$ cat src/rtl/exc_pkg.sv
package exc_pkg;
  localparam int MODE_W = 5;
  localparam int NEXC   = 7;
  localparam int NBANK  = 5;
  localparam int BANK_W = $clog2(NBANK);
  localparam int OFF_W  = 5;

  localparam int BIT_I = 7;
  localparam int BIT_F = 6;
  localparam int BIT_T = 5;

  // priority order: lower value wins
  typedef enum logic [2:0] {
    EX_RST  = 3'd0,
    EX_DABT = 3'd1,
    EX_FIQ  = 3'd2,
    EX_IRQ  = 3'd3,
    EX_PABT = 3'd4,
    EX_UND  = 3'd5,
    EX_SWI  = 3'd6
  } exc_e;

  localparam logic [MODE_W-1:0] MD_USR = 5'b10000;
  localparam logic [MODE_W-1:0] MD_FIQ = 5'b10001;
  localparam logic [MODE_W-1:0] MD_IRQ = 5'b10010;
  localparam logic [MODE_W-1:0] MD_SVC = 5'b10011;
  localparam logic [MODE_W-1:0] MD_ABT = 5'b10111;
  localparam logic [MODE_W-1:0] MD_UND = 5'b11011;

  typedef struct packed {
    logic              ok;
    logic [BANK_W-1:0] idx;
  } bank_sel_t;

  function automatic logic [OFF_W-1:0] slot_of(exc_e e);
    case (e)
      EX_RST:  slot_of = 5'h00;
      EX_UND:  slot_of = 5'h04;
      EX_SWI:  slot_of = 5'h08;
      EX_PABT: slot_of = 5'h0C;
      EX_DABT: slot_of = 5'h10;
      EX_IRQ:  slot_of = 5'h18;
      default: slot_of = 5'h1C;
    endcase
  endfunction

  function automatic logic [MODE_W-1:0] mode_of(exc_e e);
    case (e)
      EX_FIQ:           mode_of = MD_FIQ;
      EX_IRQ:           mode_of = MD_IRQ;
      EX_PABT, EX_DABT: mode_of = MD_ABT;
      EX_UND:           mode_of = MD_UND;
      default:          mode_of = MD_SVC;
    endcase
  endfunction

  function automatic bank_sel_t bank_of(logic [MODE_W-1:0] m);
    bank_sel_t b;
    b.ok = 1'b1;
    case (m)
      MD_FIQ:  b.idx = BANK_W'(0);
      MD_IRQ:  b.idx = BANK_W'(1);
      MD_SVC:  b.idx = BANK_W'(2);
      MD_ABT:  b.idx = BANK_W'(3);
      MD_UND:  b.idx = BANK_W'(4);
      default: begin b.ok = 1'b0; b.idx = '0; end
    endcase
    return b;
  endfunction
endpackage

$ cat src/rtl/exc_arb.sv
module exc_arb #(
  parameter int NREQ = 7,
  localparam int IW = $clog2(NREQ)
) (
  input  logic [NREQ-1:0] req,
  output logic            any,
  output logic [IW-1:0]   win
);
  // fixed priority, index 0 highest
  always_comb begin
    any = 1'b0;
    win = '0;
    for (int k = NREQ - 1; k >= 0; k--) begin
      if (req[k]) begin
        any = 1'b1;
        win = IW'(k);
      end
    end
  end
endmodule

$ cat src/rtl/exc_entry_word.sv
module exc_entry_word
  import exc_pkg::*;
#(
  parameter int XLEN = 32
) (
  input  logic [XLEN-1:0] live,
  input  exc_e            kind,
  output logic [XLEN-1:0] word
);
  always_comb begin
    word = live;
    word[MODE_W-1:0] = mode_of(kind);
    word[BIT_T] = 1'b0;
    word[BIT_I] = 1'b1;
    if (kind == EX_FIQ) word[BIT_F] = 1'b1;
  end
endmodule

$ cat src/rtl/exc_bank.sv
module exc_bank
  import exc_pkg::*;
#(
  parameter int XLEN = 32
) (
  input  logic              clk,
  input  logic              rst_n,
  input  logic              wr_en,
  input  logic [BANK_W-1:0] wr_idx,
  input  logic [XLEN-1:0]   wr_status,
  input  logic [XLEN-1:0]   wr_link,
  input  logic [BANK_W-1:0] rd_idx,
  output logic [XLEN-1:0]   rd_status,
  output logic [XLEN-1:0]   rd_link
);
  logic [NBANK*XLEN-1:0] stat_flat;
  logic [NBANK*XLEN-1:0] link_flat;

  for (genvar g = 0; g < NBANK; g++) begin : g_bank
    logic [XLEN-1:0] stat_q, link_q;
    always_ff @(posedge clk or negedge rst_n) begin
      if (!rst_n) begin
        stat_q <= '0;
        link_q <= '0;
      end else if (wr_en && wr_idx == BANK_W'(g)) begin
        stat_q <= wr_status;
        link_q <= wr_link;
      end
    end
    assign stat_flat[g*XLEN +: XLEN] = stat_q;
    assign link_flat[g*XLEN +: XLEN] = link_q;
  end

  always_comb begin
    rd_status = '0;
    rd_link   = '0;
    for (int k = 0; k < NBANK; k++) begin
      if (rd_idx == BANK_W'(k)) begin
        rd_status = stat_flat[k*XLEN +: XLEN];
        rd_link   = link_flat[k*XLEN +: XLEN];
      end
    end
  end
endmodule

$ cat src/rtl/exc_ctrl.sv
module exc_ctrl
  import exc_pkg::*;
#(
  parameter int              XLEN     = 32,
  parameter logic [XLEN-1:0] VEC_BASE = '0
) (
  input  logic            clk,
  input  logic            rst_n,
  input  logic            req_rst,
  input  logic            req_und,
  input  logic            req_swi,
  input  logic            req_pabt,
  input  logic            req_dabt,
  input  logic            req_irq,
  input  logic            req_fiq,
  input  logic            instr_done,
  input  logic            ret_req,
  input  logic [XLEN-1:0] cur_pc,
  input  logic [XLEN-1:0] cur_status,
  output logic            redir_valid,
  output logic            redir_is_return,
  output logic [XLEN-1:0] redir_pc,
  output logic [XLEN-1:0] redir_status
);
  localparam int IW = $clog2(NEXC);

  logic [NEXC-1:0] eligible;
  logic            take_exc;
  logic [IW-1:0]   win_idx;
  exc_e            win_kind;
  logic [XLEN-1:0] entry_word;
  bank_sel_t       wr_sel, rd_sel;
  logic [XLEN-1:0] bank_status, bank_link;
  logic            take_ret;

  always_comb begin
    eligible          = '0;
    eligible[EX_RST]  = req_rst;
    eligible[EX_DABT] = req_dabt && instr_done;
    eligible[EX_FIQ]  = req_fiq  && instr_done && !cur_status[BIT_F];
    eligible[EX_IRQ]  = req_irq  && instr_done && !cur_status[BIT_I];
    eligible[EX_PABT] = req_pabt && instr_done;
    eligible[EX_UND]  = req_und  && instr_done;
    eligible[EX_SWI]  = req_swi  && instr_done;
  end

  exc_arb #(.NREQ(NEXC)) u_arb (
    .req (eligible),
    .any (take_exc),
    .win (win_idx)
  );

  assign win_kind = exc_e'(win_idx);

  exc_entry_word #(.XLEN(XLEN)) u_word (
    .live (cur_status),
    .kind (win_kind),
    .word (entry_word)
  );

  assign wr_sel = bank_of(mode_of(win_kind));
  assign rd_sel = bank_of(cur_status[MODE_W-1:0]);

  exc_bank #(.XLEN(XLEN)) u_bank (
    .clk       (clk),
    .rst_n     (rst_n),
    .wr_en     (take_exc),
    .wr_idx    (wr_sel.idx),
    .wr_status (cur_status),
    .wr_link   (cur_pc),
    .rd_idx    (rd_sel.idx),
    .rd_status (bank_status),
    .rd_link   (bank_link)
  );

  assign take_ret = ret_req && instr_done && !take_exc &&
                    !cur_status[BIT_T] && rd_sel.ok;

  always_ff @(posedge clk or negedge rst_n) begin
    if (!rst_n) begin
      redir_valid     <= 1'b0;
      redir_is_return <= 1'b0;
      redir_pc        <= '0;
      redir_status    <= '0;
    end else begin
      redir_valid     <= take_exc || take_ret;
      redir_is_return <= take_ret;
      if (take_exc) begin
        redir_pc     <= VEC_BASE + XLEN'(slot_of(win_kind));
        redir_status <= entry_word;
      end else if (take_ret) begin
        redir_pc     <= bank_link;
        redir_status <= bank_status;
      end
    end
  end
endmodule

$ cat config.mk
export PLATFORM = sky130hd
export DESIGN_NAME = exc_ctrl
export DESIGN_NICKNAME = d
export VERILOG_FILES = /design/src/rtl/exc_pkg.sv /design/src/rtl/exc_arb.sv /design/src/rtl/exc_entry_word.sv /design/src/rtl/exc_bank.sv /design/src/rtl/exc_ctrl.sv
export SDC_FILE = /design/constraint.sdc
export NUM_CORES = 1
export LEC_CHECK = 0
export ABC_AREA = 1
export BUFFER_PORTS_ARGS = -buffer_cell sky130_fd_sc_hd__buf_2
export CORE_MARGIN = 4
export CORE_UTILIZATION = 40
export CTS_CLUSTER_DIAMETER = 50
export DETAILED_ROUTE_END_ITERATION = 8
export SLEW_MARGIN = 20
export SYNTH_ARGS = -nofsm -noshare
export SYNTH_HDL_FRONTEND = slang
export SYNTH_SLANG_ARGS = --single-unit
export TNS_END_PERCENT = 5
$ cat constraint.sdc
create_clock -name clk -period 2.5 [get_ports clk]
set_clock_uncertainty 0.05 [all_clocks]
set_input_delay 0.25 -clock clk [delete_from_list [all_inputs] [get_ports clk]]
set_output_delay 0.25 -clock clk [all_outputs]
set_load 0.05 [all_outputs]
==> impl_metrics.json <==
{
  "netlist_top_cells_area": "dfrtp_1, nand2_1, o21ai_0",
  "drt_pass1_iterations": 5,
  "grt-ovfl-total": 0,
  "synth_largest_area_cell": "dfrtp_1",
  "drtIter0Drc": 1180,
  "portBuffers": 140,
  "holdWs_ns": 0.04432,
  "synth_fp_nets": 2210,
  "required_ns": 2.91,
  "viasPerCell": 5.056,
  "mostFrequentLayoutCells": "nand2_1, dfrtp_1, o21ai_0",
  "cts_setup_buffers": 0,
  "cts_hold_buf": 62,
  "p_total_mw": 17.64,
  "crit_type": "primary input to register",
  "yosysTopAreaCellShare": 0.5626,
  "die_area_um2": 46300,
  "cts_buffer_depth": 3,
  "cp_max_fo": 34,
  "placed_cells": 2732,
  "core_area_um2": 42230,
  "hold_path.class": "primary input to register",
  "grt_start_max_net_pins": 76,
  "yosysWarnings": 0,
  "clk_pin_slew_worst_paths_ns": 0.06,
  "path_cells": "dlygate4sd3_1 -> buf_2 -> inv_2 -> nor2_4 -> buf_4 -> nand2_4 -> buf_4 -> nand2_1 -> inv_1 -> nand4_1 -> nand2_1 -> nand2_1 -> nand2_1 -> nand2_1",
  "place_congestion": 0.8068,
  "r2r-end": "redir_status[2]",
  "seq_area_frac_synth": 0.5626,
  "cp_common_cell": "nand2_1",
  "cts_root_buf": "clkbuf_16",
  "ir_worst_vdd_uv": 575.4,
  "ys_ff_latch": 386,
  "grt_pass1_vias": 14460,
  "endpoint": "redir_status[2]",
  "dr_wl_met2_um": 22170,
  "pin_count": 141,
  "drcViolationCount": 0,
  "cts.sinks": 386,
  "chipWidth_um": 215.2,
  "drive_gt1_frac": 0.1256,
  "syn_inst": 2135,
  "h-tree-depth": 2,
  "leakagePower_nw": 10.43,
  "end_kind": "register",
  "outcome": "completed",
  "cts_resized": 0,
  "dpl.hpwl_um": 29190,
  "worst_slew_pin_slew_ns": 0.6813,
  "r2r_cells": 8,
  "cts_made_buffers": 48,
  "cts_tree": "done",
  "slew_violations": 0,
  "wl_per_cell_um": 16.98,
  "ant_nets": 0,
  "place_ws_ns": 0.2816,
  "arrival_ns": 2.52,
  "rsz0062_at_grt": "false",
  "powerDensity_nw_per_um2": 845.1,
  "grt_pass1_wl_um": 79540,
  "start_util": 0.4066,
  "met3_length_um": 2958,
  "fin_crit_ns": 2.112,
  "nets": 2380,
  "synth_cell_types": 26,
  "startpoint": "cur_status[1]",
  "antenna_found_initial": 4,
  "rows": 75,
  "area_growth_syn_to_layout_pct": 21.57,
  "startpoint_type": "primary input",
  "r2r-start": "u_bank.g_bank[3].stat_q[2]",
  "crit_path_top_delay_cell": "dlygate4sd3_1",
  "final_common_cell": "nand2_1",
  "cpPeakStageDelay_ns": 0.56,
  "maxCapViolCount": 0,
  "netlist_area_um2": 17170,
  "r2r_slack_ns": 1.34,
  "clock_latency_ns": 0.57,
  "slew-limit-headroom": 0.5458,
  "grtUsageTotal": 0.2114,
  "layout_setup_ws_ns": 0.3877,
  "min_period_over_period": 0.8449,
  "top_layer_used": "met5",
  "syn_area_per_cell_um2": 8.042,
  "finalHoldViolations": 0,
  "clock.fmax_ghz": 0.4734,
  "vias": 14560,
  "die_height_um": 215.2,
  "setup_tns_ns": 0,
  "drt-met1-wl_um": 22600,
  "routed_wl_um": 48900,
  "fin_cells": 2880,
  "finalSetupViolCount": 0
}
==> critical path, delay by kind of cell <==
kind,cells,cell delay (ns)
buffers and inverters,6,1.56
and+or+nand+nor,8,0.69
==> cell usage after synthesis, drive strengths merged <==
library cell / number
nor3: 1
clkbuf: 57
a21boi: 1
dfrtp: 386
o21ai: 351
buf: 73
nand2: 819
clkinv: 10
a21oi: 38
nor2: 58
nor4: 1
nand3: 118
inv: 187
nand4: 35
==> state kept, by name (all words and copies together) (netlist names) <==
name and flops:
u_bank.g_bank.link_q 160, u_bank.g_bank.stat_q 160, redir_pc 32, redir_status 32, redir_is_return 1, redir_valid 1
==> metal layers <==
layer,GRT usage,vias to the layer above
met4,0.06206,6
met2,0.3364,417
met5,0,-
li1,-,7078
met1,0.2993,6988
met3,0.03616,71
==> worst min path at each step <==
stage / from / end / slack [ns] / depth (start not counted)
2_1_floorplan: rst_n / redir_is_return / -0.1 / 0
3_3_place_gp: rst_n / redir_pc[7] / 0.25 / 1
3_5_place_dp: rst_n / redir_pc[7] / 0.25 / 1
4_1_cts: cur_status[4] / u_bank.g_bank[4].stat_q[4] / 0.02 / 3
5_1_grt: cur_status[4] / u_bank.g_bank[1].stat_q[4] / 0.05 / 3
6_report: cur_status[4] / u_bank.g_bank[4].stat_q[4] / 0.04 / 3
==> cell families (layout without fill, tap and decap cells) <==
| kind of cell | after synthesis | count (layout) | share of synthesized area |
|---|---|---|---|
| compound gates | 390 | 390 | 0.1140 |
| simple gates | 1032 | 1032 | 0.2437 |
| other cells | 0 | 1 | 0 |
| buf+inv | 327 | 532 | 0.07972 |
| flops | 386 | 386 | 0.5626 |
==> metrics by stage <==
step / util / instance area, um2
5_1_grt: 0.4943 / 20870
3_3_place_gp: 0.4413 / 18630
4_1_cts: 0.4943 / 20870
3_5_place_dp: 0.4413 / 18630
6_report: 0.4943 / 20870
2_1_floorplan: - / 17170
==> layout make-up <==
type / instances / area, um2
Clock inverter: 21 / 264.0
Tap cell: 539 / 674.4
Inverter: 197 / 739.5
Timing Repair Buffer: 250 / 1967
Sequential cell: 386 / 9659
Antenna cell: 1 / 2.502
Fill cell: 4085 / 21350
Clock buffer: 64 / 1353
Multi-Input combinational cell: 1422 / 6215
==> report_power, final <==
| group | total [mW] | internal (mW) | switching, mW |
|---|---|---|---|
| clock network | 7.01 | 4.32 | 2.69 |
| registers | 8.07 | 7.49 | 0.580 |
| logic | 2.55 | 0.927 | 1.63 |
| total | 17.6 | 12.7 | 4.90 |
No activity file was read; power rests on OpenSTA's default activity.
